## src/rtl/sd_crc16x4_pkg.sv

```systemverilog
package sd_crc16x4_pkg;
  localparam int unsigned LANES = 4;
  localparam int unsigned CRC_W = 16;
  localparam logic [CRC_W-1:0] POLY = 16'h1021;
  localparam int unsigned OUT_BYTES = (LANES * CRC_W) / 8;

  typedef enum logic [1:0] {ST_IDLE, ST_DATA, ST_OUT} st_e;

  function automatic logic [CRC_W-1:0] crc_step(logic [CRC_W-1:0] c, logic d,
                                                logic [CRC_W-1:0] poly);
    return {c[CRC_W-2:0], 1'b0} ^ ((c[CRC_W-1] ^ d) ? poly : '0);
  endfunction
endpackage

```

## src/rtl/crc16_lane.sv

```systemverilog
module crc16_lane
  import sd_crc16x4_pkg::*;
#(
  parameter logic [CRC_W-1:0] LANE_POLY = POLY
) (
  input  logic             clk_i,
  input  logic             rst_ni,
  input  logic             clr_i,
  input  logic             upd_i,
  input  logic [1:0]       bits_i,   // bits_i[1] applied first
  input  logic             shift_i,  // drain two bits
  output logic [CRC_W-1:0] crc_o
);
  logic [CRC_W-1:0] crc_q, crc_d;

  always_comb begin
    crc_d = crc_q;
    if (clr_i)        crc_d = '0;
    else if (upd_i)   crc_d = crc_step(crc_step(crc_q, bits_i[1], LANE_POLY), bits_i[0], LANE_POLY);
    else if (shift_i) crc_d = {crc_q[CRC_W-3:0], 2'b00};
  end

  always_ff @(posedge clk_i or negedge rst_ni) begin
    if (!rst_ni) crc_q <= '0;
    else         crc_q <= crc_d;
  end

  assign crc_o = crc_q;

  p_clear_zero_r2: assert property (@(posedge clk_i) disable iff (!rst_ni)
    clr_i |=> crc_q == '0);
  p_idle_hold_r11: assert property (@(posedge clk_i) disable iff (!rst_ni)
    (!clr_i && !upd_i && !shift_i) |=> $stable(crc_q));
endmodule

```

## src/rtl/crc_seq_ctrl.sv

```systemverilog
module crc_seq_ctrl
  import sd_crc16x4_pkg::*;
#(
  parameter int unsigned LEN_W = 10,
  parameter int unsigned NBYTES = OUT_BYTES
) (
  input  logic             clk_i,
  input  logic             rst_ni,
  input  logic             start_i,
  input  logic [LEN_W-1:0] len_i,
  input  logic             in_valid_i,
  input  logic             out_ready_i,
  output logic             in_ready_o,
  output logic             out_valid_o,
  output logic             done_o,
  output logic             clr_o,
  output logic             upd_o,
  output logic             shift_o
);
  localparam int unsigned OC_W = (NBYTES > 1) ? $clog2(NBYTES) : 1;
  localparam logic [OC_W-1:0] OC_LAST = OC_W'(NBYTES - 1);

  st_e              st_q, st_d;
  logic [LEN_W-1:0] rem_q, rem_d;
  logic [OC_W-1:0]  oc_q, oc_d;
  logic             done_d, done_q;

  assign in_ready_o  = (st_q == ST_DATA);
  assign out_valid_o = (st_q == ST_OUT);
  assign clr_o       = (st_q == ST_IDLE) && start_i;
  assign upd_o       = in_ready_o && in_valid_i;
  assign shift_o     = out_valid_o && out_ready_i;
  assign done_o      = done_q;

  always_comb begin
    st_d   = st_q;
    rem_d  = rem_q;
    oc_d   = oc_q;
    done_d = 1'b0;
    unique case (st_q)
      ST_IDLE: if (start_i) begin
        rem_d = len_i;
        oc_d  = '0;
        if (len_i == '0) begin
          st_d   = ST_OUT;
          done_d = 1'b1;
        end else begin
          st_d = ST_DATA;
        end
      end
      ST_DATA: if (upd_o) begin
        rem_d = rem_q - 1'b1;
        if (rem_q == LEN_W'(1)) begin
          st_d   = ST_OUT;
          done_d = 1'b1;
        end
      end
      ST_OUT: if (shift_o) begin
        oc_d = oc_q + 1'b1;
        if (oc_q == OC_LAST) st_d = ST_IDLE;
      end
      default: st_d = ST_IDLE;
    endcase
  end

  always_ff @(posedge clk_i or negedge rst_ni) begin
    if (!rst_ni) begin
      st_q   <= ST_IDLE;
      rem_q  <= '0;
      oc_q   <= '0;
      done_q <= 1'b0;
    end else begin
      st_q   <= st_d;
      rem_q  <= rem_d;
      oc_q   <= oc_d;
      done_q <= done_d;
    end
  end

  p_phase_excl_r7: assert property (@(posedge clk_i) disable iff (!rst_ni)
    !(in_ready_o && out_valid_o));
  p_done_with_out_r7: assert property (@(posedge clk_i) disable iff (!rst_ni)
    done_o |-> out_valid_o && !in_ready_o);
  p_done_pulse_r7: assert property (@(posedge clk_i) disable iff (!rst_ni)
    done_o |=> !done_o);
  p_out_hold_r8: assert property (@(posedge clk_i) disable iff (!rst_ni)
    (out_valid_o && !out_ready_i) |=> out_valid_o);
  p_start_ignored_r9: assert property (@(posedge clk_i) disable iff (!rst_ni)
    (in_ready_o && start_i && !in_valid_i) |=> in_ready_o);
endmodule

```

## src/rtl/sd_crc16x4.sv

```systemverilog
module sd_crc16x4
  import sd_crc16x4_pkg::*;
#(
  parameter int unsigned LEN_W = 10
) (
  input  logic             clk_i,
  input  logic             rst_ni,
  input  logic             start_i,
  input  logic [LEN_W-1:0] len_i,
  input  logic             in_valid_i,
  input  logic [7:0]       in_data_i,
  output logic             in_ready_o,
  output logic             done_o,
  output logic             out_valid_o,
  output logic [7:0]       out_data_o,
  input  logic             out_ready_i
);
  logic clr, upd, shift;
  logic [LANES-1:0] nib_hi, nib_lo;

  crc_seq_ctrl #(.LEN_W(LEN_W), .NBYTES(OUT_BYTES)) u_ctrl (
    .clk_i, .rst_ni, .start_i, .len_i, .in_valid_i, .out_ready_i,
    .in_ready_o, .out_valid_o, .done_o,
    .clr_o(clr), .upd_o(upd), .shift_o(shift)
  );

  for (genvar k = 0; k < LANES; k++) begin : g_lane
    logic [CRC_W-1:0] crc;
    crc16_lane #(.LANE_POLY(POLY)) u_lane (
      .clk_i, .rst_ni,
      .clr_i(clr), .upd_i(upd),
      .bits_i({in_data_i[2*LANES-1-k], in_data_i[LANES-1-k]}),
      .shift_i(shift),
      .crc_o(crc)
    );
    assign nib_hi[LANES-1-k] = crc[CRC_W-1];
    assign nib_lo[LANES-1-k] = crc[CRC_W-2];
  end

  assign out_data_o = {nib_hi, nib_lo};

  p_data_stable_r8: assert property (@(posedge clk_i) disable iff (!rst_ni)
    (out_valid_o && !out_ready_i) |=> $stable(out_data_o));
endmodule

```

## config.mk

```make
export PLATFORM = sky130hd
export DESIGN_NAME = sd_crc16x4
export DESIGN_NICKNAME = d
export VERILOG_FILES = /design/src/rtl/sd_crc16x4_pkg.sv /design/src/rtl/crc16_lane.sv /design/src/rtl/crc_seq_ctrl.sv /design/src/rtl/sd_crc16x4.sv
export SDC_FILE = /design/constraint.sdc
export NUM_CORES = 1
export LEC_CHECK = 0
export BUFFER_PORTS_ARGS = -buffer_cell sky130_fd_sc_hd__clkbuf_2
export CELL_PAD_IN_SITES_DETAIL_PLACEMENT = 0
export CELL_PAD_IN_SITES_GLOBAL_PLACEMENT = 2
export CORE_UTILIZATION = 38
export CTS_CLUSTER_DIAMETER = 30
export DETAILED_ROUTE_END_ITERATION = 7
export GPL_TIMING_DRIVEN = 1
export PLACE_DENSITY = 0.79
export SLEW_MARGIN = 20
export SYNTH_ARGS = -nofsm -noshare
export SYNTH_HDL_FRONTEND = slang
export SYNTH_HIERARCHICAL = 1
export SYNTH_SLANG_ARGS = --single-unit
```

## constraint.sdc

```tcl
create_clock -name clk_i -period 2.48 [get_ports clk_i]
set_clock_uncertainty 0.1 [all_clocks]
set_input_delay 0.744 -clock clk_i [delete_from_list [all_inputs] [get_ports clk_i]]
set_output_delay 0.744 -clock clk_i [all_outputs]
set_load 0.05 [all_outputs]
```

==> impl_results.md <==
- Initial antenna violation count: 0
- WL/cell: 14.0 um
- Area grow syn2layout: 16.4%
- CP Data Arrival Time: 1.48 ns
- Residual DRC count: 0
- Post-DP HPWL: 5.29 mm
- Filler cells: 1,033
- Num ports: 34
- CORE AREA: 0.0103 mm2
- N_diodes: 0
- Gr ovfl total: 0
- Routed wl met3: 218 um
- Synthesized Nets: 440
- Main synth FF type: dfrtp_1
- Crit Path Max Fanout: 7
- EDFF count, synth: 0
- Crit end category: primary output
- CP required: 1.64 ns
- Number of global-route vias before repair: 2,965
- Peak supply drop: 0.000343 V
- Total track usage: 16.7%
- Chip Height: 105 um
- Yosys cell types: 45
- Power share of the sequential group: 44.5%
- Worst Setup Start Kind: register
- Comb pwr share: 28.3%
- CTS-repair resized insts: 0
- Highest clock rate: 431 MHz
- Clk_lat worst skew: 0.36 ns
- Via density: 5.06
- Routed wire length: 8.24 mm
- RSZ-0062 raised after global routing: no
- Final TNS setup: 0 ns
- YS warnings: 6
- Routed metal-1 wire length: 4.09 mm
- PD cells: 993 mW/mm2
- Synth area leaders: dfrtp_1 (50%), nand2b_1 (6.5%), a211oi_1 (6.0%)
- R2R Path Start: u_ctrl/st_q[1]$_DFFE_PN0P_
- Tot Pwr: 0.00464 W
- Critical path class: register to primary output
- Die area: 0.0110 mm2
- Share of power burned in the clock network: 27.2%
- Final net count: 475
- P_sw: 0.00152 W
- Switching share of power: 32.8%
- DR top layer: met4
- Via count: 2,982
- Status: completed
- Post-route cell area: 0.00468 mm2
- Post-synthesis sequential area ratio: 49.8%
- Fin crit share: 93.6%
- RePlAce Congestion: 0.737
- Row cnt: 37
- Number of max-cap violations: 0
- Area leader, netlist: dfrtp_1
- Routed Antenna Nets: 0
- 1st-iter DRT viols: 122
- Normalized max-slew margin: 56.3%
- Met2 wire len: 3.86 mm
- Min Tclk post-route: 2.32 ns
- Reg2Reg Setup Slack: 0.48 ns
- Final Hold Viols: 0
- Clk sink count: 80
- Synth top cells by count: dfrtp_1 (80), nand2_1 (50), nand2b_1 (42)
- Post-synthesis cell count: 413
- FF-to-FF path depth: 6
- Layout cell share with drive strength beyond 1: 17.2%
- Final hold slack: 0.188 ns
- FF-to-FF End: g_lane[3].u_lane/crc_o[6]$_DFFE_PN0P_
- Number of I/O port buffers: 33
- Starting Density: 39.1%
- Placement Cell Area: 0.00442 mm2
- Largest net degree at the start of global routing: 58
- Most frequent cell after synthesis: dfrtp_1
- Router iterations before antenna repair: 4
- Worst-Margin Slew: 0.650 ns
- H-tree Lvls: 3
- TritonCTS clock tree: built
- Post-CTS setup buffer count: 0
- #FFs+latches synth: 80
- Post-synth ARST share: 100%
- Max Slew Vio Count: 0
- Clock Path Buffers: 2
- Total CTS buffers: 9
- Die Width: 105 um
- Final setup violating endpoints: 0
- First-pass GRT wire length: 14.5 mm
- Mean Syn Cell Area: 9.73 um2
- Post-Route Utilization: 45.5%
- HP Class: primary input to async pin
- Area share of the largest cell type after synthesis: 49.8%
- Area of the mapped netlist: 0.00402 mm2
- CTS root buf: clkbuf_8
- P_leak: 2.00 nW
- Clk slew on worst S/H paths: 0.08 ns
- CTS Hold Bufs: 0
- Cell Int Power: 0.00312 W
-- placed cells by master, fill, tap and decap left out, types with 3 or more instances in the layout --
master     synthesis  routed
nor2b_1           16      16
nand2b_1          42      42
bufinv_16          0       4
nor3_1             5       5
nor3b_1            9       9
dfrtp_1           80      80
nand2_1           50      50
clkbuf_2           0      32
xnor2_1           16      16
buf_4              1      14
ha_1               4       4
nor2_1            23      21
a21oi_1           16      16
and2_1             3       3
buf_12             0       3
clkbuf_8           0       9
xor2_2             8       8
a211oi_1          32      32
nor4_1             3       3
o21ai_1            8       8
o21ai_0           40      40
-- area by class of cell --
type | instances | area, um2 | share of cell area [%]
Sequential cell | 80 | 2000 | 42.8
Timing Repair Buffer | 49 | 325 | 6.96
Clock inverter | 5 | 129 | 2.76
Inverter | 3 | 11.3 | 0.241
Multi-Input combinational cell | 305 | 1910 | 40.8
Clock buffer | 11 | 131 | 2.81
Tap cell | 136 | 170 | 3.64
-- cells by family (layout without fill, tap and decap cells) --
group | after synthesis | count (layout) | synth area share (%)
flip-flops | 80 | 80 | 49.8
AO/OA/AOI/OAI | 116 | 116 | 18.0
buffers and inverters | 28 | 68 | 3.08
adder cells (fa/ha/maj) | 4 | 4 | 1.25
XOR/XNOR | 24 | 24 | 6.73
AND/OR/NAND/NOR | 159 | 159 | 20.6
multiplexers | 2 | 2 | 0.529
-- power groups by stage --
stage | Clock [W] | Combinational [W] | Sequential (W)
2_1_floorplan | 0 | 0.000904 | 0.00218
3_3_place_gp | 0 | 0.00130 | 0.00208
3_5_place_dp | 0 | 0.00133 | 0.00209
4_1_cts | 0.00131 | 0.00134 | 0.00207
5_1_grt | 0.00137 | 0.00150 | 0.00214
6_report | 0.00126 | 0.00131 | 0.00206
-- layer usage --
metal / track usage (%) / vias up
met2: 26.2 / 35
met1: 22.6 / 1450
met3: 4.12 / 6
met5: 0 / -
li1: - / 1491
met4: 5.43 / 0
-- worst max-delay path by stage --
stage	start	end	slack [ns]
after global routing	u_ctrl/st_q[1]$_DFFE_PN0P_	in_ready_o	0.05
after global placement	start_i	g_lane[1].u_lane/crc_o[8]$_DFFE_PN0P_	0.37
after CTS	u_ctrl/st_q[1]$_DFFE_PN0P_	in_ready_o	0.13
after detailed placement	start_i	g_lane[1].u_lane/crc_o[12]$_DFFE_PN0P_	0.32
after floorplan	start_i	g_lane[0].u_lane/crc_o[12]$_DFFE_PN0P_	0.009
final	u_ctrl/st_q[1]$_DFFE_PN0P_	in_ready_o	0.16
-- worst max-delay path, stage by stage, from the launching register on --
cell	delay (ns)
dfrtp_1	0.47
nand2b_1	0.28
inv_2	0.11
clkbuf_2	0.27
-- flip-flops by register name (all words and copies together) (netlist names) --
register / cells
u_ctrl/oc_q: 3
u_ctrl/rem_q: 10
u_ctrl/st_q: 2
u_ctrl/done_o: 1
g_lane.u_lane/crc_o: 64
-- per-stage QoR --
| step | worst slack, ns | std cells |
|---|---|---|
| finish | 0.158 | 589 |
| global placement | 0.370 | 573 |
| global route | 0.0468 | 589 |
| detailed placement | 0.319 | 573 |
| CTS | 0.127 | 589 |
| floorplan | 0.00903 | 413 |
No activity file was read; power rests on OpenSTA's default activity.
